### config.mk
export PLATFORM = sky130hd
export DESIGN_NAME = periodic_sched_gate
export DESIGN_NICKNAME = d
export VERILOG_FILES = /design/src/rtl/psg_pkg.sv /design/src/rtl/psg_cmd_reg.sv /design/src/rtl/psg_boundary_gate.sv /design/src/rtl/psg_fetch_gen.sv /design/src/rtl/periodic_sched_gate.sv
export SDC_FILE = /design/constraint.sdc
export NUM_CORES = 1
export LEC_CHECK = 0
export BUFFER_PORTS_ARGS = -buffer_cell sky130_fd_sc_hd__buf_2
export CORE_ASPECT_RATIO = 0.8
export CORE_MARGIN = 2
export CORE_UTILIZATION = 39
export CTS_CLUSTER_SIZE = 10
export DETAILED_ROUTE_END_ITERATION = 8
export GPL_TIMING_DRIVEN = 0
export PLACE_DENSITY = 0.84
export SLEW_MARGIN = 20
export SYNTH_ARGS = -nofsm -noshare
export SYNTH_HDL_FRONTEND = slang
export SYNTH_SLANG_ARGS = --single-unit
### constraint.sdc
create_clock -name clk -period 1.4 [get_ports clk]
set_input_delay 0.42 -clock clk [delete_from_list [all_inputs] [get_ports clk]]
set_output_delay 0.42 -clock clk [all_outputs]
set_load 0.01 [all_outputs]
### src/rtl/psg_pkg.sv
package psg_pkg;

    localparam int unsigned PSG_IDX_W        = 14;
    localparam int unsigned PSG_ADDR_W       = 32;
    localparam int unsigned PSG_UFRAME_BITS  = 3;
    localparam int unsigned PSG_LIST_ENTRIES = 1024;
    localparam int unsigned PSG_PTR_BYTES    = 4;

    // Outcome of looking at one tick against the boundary rule.
    typedef struct packed {
        logic boundary;   // tick landed on micro-frame zero
        logic next_on;    // effective state after this cycle
        logic fire;       // issue a fetch for this tick
    } psg_gate_dec_t;

    // Registered fetch output.
    typedef struct packed {
        logic                  req;
        logic [PSG_ADDR_W-1:0] addr;
    } psg_fetch_t;

    // Command-side result.
    typedef enum logic [1:0] {
        PSG_CMD_IDLE  = 2'b00,
        PSG_CMD_CLEAN = 2'b01,
        PSG_CMD_BAD   = 2'b10
    } psg_cmd_kind_e;

    function automatic logic psg_is_boundary(input logic [PSG_UFRAME_BITS-1:0] uf);
        return (uf == '0);
    endfunction

    function automatic psg_cmd_kind_e psg_classify(input logic wr,
                                                   input logic en_q,
                                                   input logic status);
        if (!wr)
            return PSG_CMD_IDLE;
        else if (en_q != status)
            return PSG_CMD_BAD;
        else
            return PSG_CMD_CLEAN;
    endfunction

endpackage

### src/rtl/psg_cmd_reg.sv
module psg_cmd_reg
    import psg_pkg::*;
(
    input  logic clk,
    input  logic rst,
    input  logic cmd_wr,
    input  logic cmd_enable,
    input  logic status,
    output logic en_q,
    output logic violation
);

    psg_cmd_kind_e kind;

    always_comb begin
        kind = psg_classify(cmd_wr, en_q, status);
    end

    always_ff @(posedge clk) begin
        if (rst) begin
            en_q      <= 1'b0;
            violation <= 1'b0;
        end else begin
            if (cmd_wr)
                en_q <= cmd_enable;
            violation <= (kind == PSG_CMD_BAD);
        end
    end

endmodule

### src/rtl/psg_boundary_gate.sv
module psg_boundary_gate
    import psg_pkg::*;
#(
    parameter int unsigned UFRAME_BITS = PSG_UFRAME_BITS
) (
    input  logic                   clk,
    input  logic                   rst,
    input  logic                   tick,
    input  logic [UFRAME_BITS-1:0] uframe,
    input  logic                   en_q,
    output logic                   active,
    output logic                   fire
);

    psg_gate_dec_t dec;

    always_comb begin
        dec.boundary = tick && (uframe == '0);
        dec.next_on  = dec.boundary ? en_q : active;
        dec.fire     = tick && dec.next_on;
    end

    always_ff @(posedge clk) begin
        if (rst)
            active <= 1'b0;
        else
            active <= dec.next_on;
    end

    assign fire = dec.fire;

endmodule

### src/rtl/psg_fetch_gen.sv
module psg_fetch_gen
    import psg_pkg::*;
#(
    parameter int unsigned ADDR_W       = PSG_ADDR_W,
    parameter int unsigned LIST_ENTRIES = PSG_LIST_ENTRIES,
    parameter int unsigned PTR_BYTES    = PSG_PTR_BYTES,
    localparam int unsigned ENT_W       = $clog2(LIST_ENTRIES),
    localparam int unsigned BYTE_SH     = $clog2(PTR_BYTES),
    localparam int unsigned ALIGN       = ENT_W + BYTE_SH
) (
    input  logic                  clk,
    input  logic                  rst,
    input  logic                  fire,
    input  logic [ENT_W-1:0]      entry,
    input  logic [ADDR_W-ALIGN-1:0] base_hi,
    output logic                  req,
    output logic [ADDR_W-1:0]     addr
);

    logic [ADDR_W-1:0] addr_next;

    generate
        if (BYTE_SH > 0) begin : g_word
            assign addr_next = {base_hi, entry, {BYTE_SH{1'b0}}};
        end else begin : g_byte
            assign addr_next = {base_hi, entry};
        end
    endgenerate

    always_ff @(posedge clk) begin
        if (rst) begin
            req  <= 1'b0;
            addr <= '0;
        end else begin
            req <= fire;
            if (fire)
                addr <= addr_next;
        end
    end

endmodule

### src/rtl/periodic_sched_gate.sv
module periodic_sched_gate
    import psg_pkg::*;
#(
    parameter int unsigned IDX_W        = PSG_IDX_W,
    parameter int unsigned ADDR_W       = PSG_ADDR_W,
    parameter int unsigned UFRAME_BITS  = PSG_UFRAME_BITS,
    parameter int unsigned LIST_ENTRIES = PSG_LIST_ENTRIES,
    parameter int unsigned PTR_BYTES    = PSG_PTR_BYTES
) (
    input  logic              clk,
    input  logic              rst,
    input  logic              cmd_wr,
    input  logic              cmd_enable,
    input  logic              uframe_tick,
    input  logic [IDX_W-1:0]  frame_index,
    input  logic [ADDR_W-1:0] list_base,
    output logic              sched_status,
    output logic              traverse_en,
    output logic              fetch_req,
    output logic [ADDR_W-1:0] fetch_addr,
    output logic              proto_violation
);

    localparam int unsigned ENT_W = $clog2(LIST_ENTRIES);
    localparam int unsigned ALIGN = ENT_W + $clog2(PTR_BYTES);

    logic en_q;
    logic active;
    logic fire;

    psg_cmd_reg u_cmd (
        .clk        (clk),
        .rst        (rst),
        .cmd_wr     (cmd_wr),
        .cmd_enable (cmd_enable),
        .status     (active),
        .en_q       (en_q),
        .violation  (proto_violation)
    );

    psg_boundary_gate #(
        .UFRAME_BITS (UFRAME_BITS)
    ) u_gate (
        .clk    (clk),
        .rst    (rst),
        .tick   (uframe_tick),
        .uframe (frame_index[UFRAME_BITS-1:0]),
        .en_q   (en_q),
        .active (active),
        .fire   (fire)
    );

    psg_fetch_gen #(
        .ADDR_W       (ADDR_W),
        .LIST_ENTRIES (LIST_ENTRIES),
        .PTR_BYTES    (PTR_BYTES)
    ) u_fetch (
        .clk     (clk),
        .rst     (rst),
        .fire    (fire),
        .entry   (frame_index[UFRAME_BITS+ENT_W-1:UFRAME_BITS]),
        .base_hi (list_base[ADDR_W-1:ALIGN]),
        .req     (fetch_req),
        .addr    (fetch_addr)
    );

    assign sched_status = active;
    assign traverse_en  = active;

endmodule

==> impl_metrics.ini <==
[die]
die_h_um = 60.69
fp.dieArea_um2 = 4543
core_um2 = 3829
die_w_um = 74.86
num_io_pins = 87
initial_core_util_pct = 40.92
core.rowCount = 20

[drt]
drt_pre_antenna_iters = 4
drc = 0
viasPerCell = 4.329
wl_um = 3185
via_count = 1225
drt_iter0_drc = 28
ant_nets = 0
post_drt_wl_per_cell_um = 11.25

[synthesis]
synth_simple_gate_area_share_pct = 27.40
syn_inst = 149
ys_seq_elements = 34
synth_xor_xnor_area_share_pct = 0.5591
synth_cell_types = 15
synth_compound_area_share_pct = 0.9585
synthAdderAreaFrac_pct = 0
ys_warn_count = 0
synthMuxAreaShare_pct = 20.45
synth_area_leader_cell = dfxtp_1
netlist.area_leader.share_pct = 43.45
synth_area_per_cell_um2 = 10.51
synth_top_family_by_area = simple AND/OR/NAND/NOR gates
ys_seq_area_share_pct = 43.45
syn-cell-area_um2 = 1567
synth_area_leaders = dfxtp_1 43%, nand2b_1 24%, mux2i_1 20%, buf_12 3.8%, clkbuf_1 1.7%

[clock_network]
path_clk_slew_ns = 0.07
cts_buffers = 5
cts_buffer_depth = 2
root_buffer = clkbuf_8
htreeDepth = 2
hold_buffers = 0
clock_sinks = 34
tritoncts = yes
clkLatencyLatePin_ns = 0.28

[power_and_ir_drop]
irDropWorstVdd_v = 0.0005345
p_comb_share_pct = 8.8
p_seq_share_pct = 49.4
power.density_nw_per_um2 = 943.8
p_sw_share_pct = 21.01
pwr-share-clk_pct = 41.8
p_switching_mw = 0.4190
p_int_mw = 1.576
p_total_mw = 1.995
power.leakage_nw = 0.9199

[timing]
setup_viol = 0
hold_violations = 0
timing.final.crit_share_pct = 93.41
max_freq_mhz = 764.6
slew_violations = 0
rsz0062_at_grt = false
fin_crit_ns = 1.308
fin_skew_ns = 0.003279

[layout]
multi_input_area_um2 = 793.3
drive_above_1_share_pct = 38.16
seqCellArea_um2 = 681.9
synthToLayoutAreaGrowth_pct = 34.90
layout.nets = 278
fillers = 350
final_cell_area_um2 = 2113
antenna_cells = 0

[setup_path]
timing_worst_setup_path_type = primary input to flip-flop
required_ns = 1.61
critPathMaxStageDelay_ns = 0.38
start_kind = primary input
crit_chain = buf_2, nor4b_4, o2bb2ai_4, buf_12, mux2i_1
reg2regPathDepth = 4
cp_slowest_cell = nor4b_4
cp_data_arrival_time_ns = 1.52
cp_top_family = simple AND/OR/NAND/NOR gates
worst-path-buf-inv = 2
cp_max_fo = 10
endpoint_kind = flip-flop
worst-path-stages = 5

[grt]
grt-ovfl-total = 0
grt.total_usage_pct = 14.99
antenna_found_initial = 0
grt_max_degree = 11
grt_pass1_wl_um = 5071
grt_pass1_vias = 1147

[placed_design]
place_area_um2 = 1989
io_buffers = 70
place.gp.congestion = 0.6850
dp_hpwl_um = 2322

[worst_hold_path]
whs_path_depth = 3
hp-class = primary input to flip-flop

[outcome]
status = complete, no violations

[flow_run]
drv_cap = 0
[cells in the final DEF (no fill, tap or decap)]
cell type and instances:
buf_12 3, buf_2 70, buf_4 3, clkbuf_1 7, clkbuf_8 8, conb_1 2
dfxtp_1 33, dfxtp_2 1, mux2i_1 32, nand2_1 1, nand2b_1 60, nor2_1 2
nor2b_1 1, nor3_1 1, nor3b_1 1, nor4b_4 1, o2bb2ai_4 1, xnor2_1 1
[cells in the mapped netlist]
library cell  number
buf_4              3
nor2b_1            1
dfxtp_1           34
mux2i_1           32
nor2_1             2
nand2_1            1
xnor2_1            1
nor3_1             1
nor4b_4            1
clkbuf_1           7
o2bb2ai_2          1
nor3b_1            1
nand2b_1          60
conb_1             1
buf_12             3
[power by group through the flow]
stage          clock network (mW)  logic, mW  registers (mW)
2_1_floorplan                   0     0.0941            1.01
3_3_place_gp                    0      0.176            1.01
3_5_place_dp                    0      0.177            1.01
4_1_cts                     0.864      0.178           0.984
5_1_grt                     0.907      0.198           0.985
6_report                    0.834      0.176           0.985
[area by class of cell]
| cell class | instances | area share, % |
|---|---|---|
| multi-input cells | 103 | 37.54 |
| flip-flops and latches | 34 | 32.27 |
| repair buffers | 70 | 16.58 |
| clock buffers | 8 | 5.210 |
| plain buffers | 13 | 5.151 |
| well taps | 55 | 3.256 |
[flip-flops by register name, indices dropped and copies added, names as in the netlist]
| name | count |
|---|---|
| u_fetch.req | 1 |
| u_fetch.addr | 30 |
| u_gate.active | 1 |
| u_cmd.en_q | 1 |
| u_cmd.violation | 1 |
[routing by layer]
metal,GRT usage (%),share of wire [%]
met1,19.32,47
met2,23.31,45
met3,5.482,7.0
met4,5.357,1.1
met5,0,0
[worst min-delay path, delay by kind of cell]
family                 cells  cell delay, ns
buffers and inverters      1            0.07
muxes                      1            0.06
and+or+nand+nor            1            0.07
[metrics by stage]
| stage | utilization, % | setup TNS, ns | setup WS [ns] | cells | hold WS [ns] |
|---|---|---|---|---|---|
| after floorplan | - | 0 | 0.02257 | 150 | 0.4926 |
| after global placement | 51.96 | -5.342 | -0.1882 | 275 | 0.4555 |
| after detailed placement | 51.96 | -5.580 | -0.2219 | 275 | 0.4601 |
| after CTS | 54.84 | 0 | 0.01315 | 283 | 0.3767 |
| after global routing | 55.20 | 0 | 0.03479 | 283 | 0.3871 |
| final | 55.20 | 0 | 0.09220 | 283 | 0.3812 |
[worst paths after layout]
path                                       start          endpoint  slack (ns)
worst max-delay path              frame_index[2]  u_fetch.addr[20]        0.09
worst min register to register  u_fetch.addr[11]  u_fetch.addr[11]        0.47
worst min-delay path                  cmd_enable        u_cmd.en_q        0.38
worst max register to register     u_gate.active  u_fetch.addr[20]        0.19
[repair_timing]
action                                  4_1_cts  5_1_grt
buffers inserted                              0        0
endpoints found under the setup margin        0       31
resized for setup                             0        2
[kinds of logic (layout without fill, tap and decap cells)]
group           count (synthesis)  in the layout
other cells                     1              2
mux                            32             32
compound gates                  1              1
buf+inv                        13             91
flops                          34             34
simple gates                   67             67
xor+xnor                        1              1
Power figures use the tool's default switching activity.
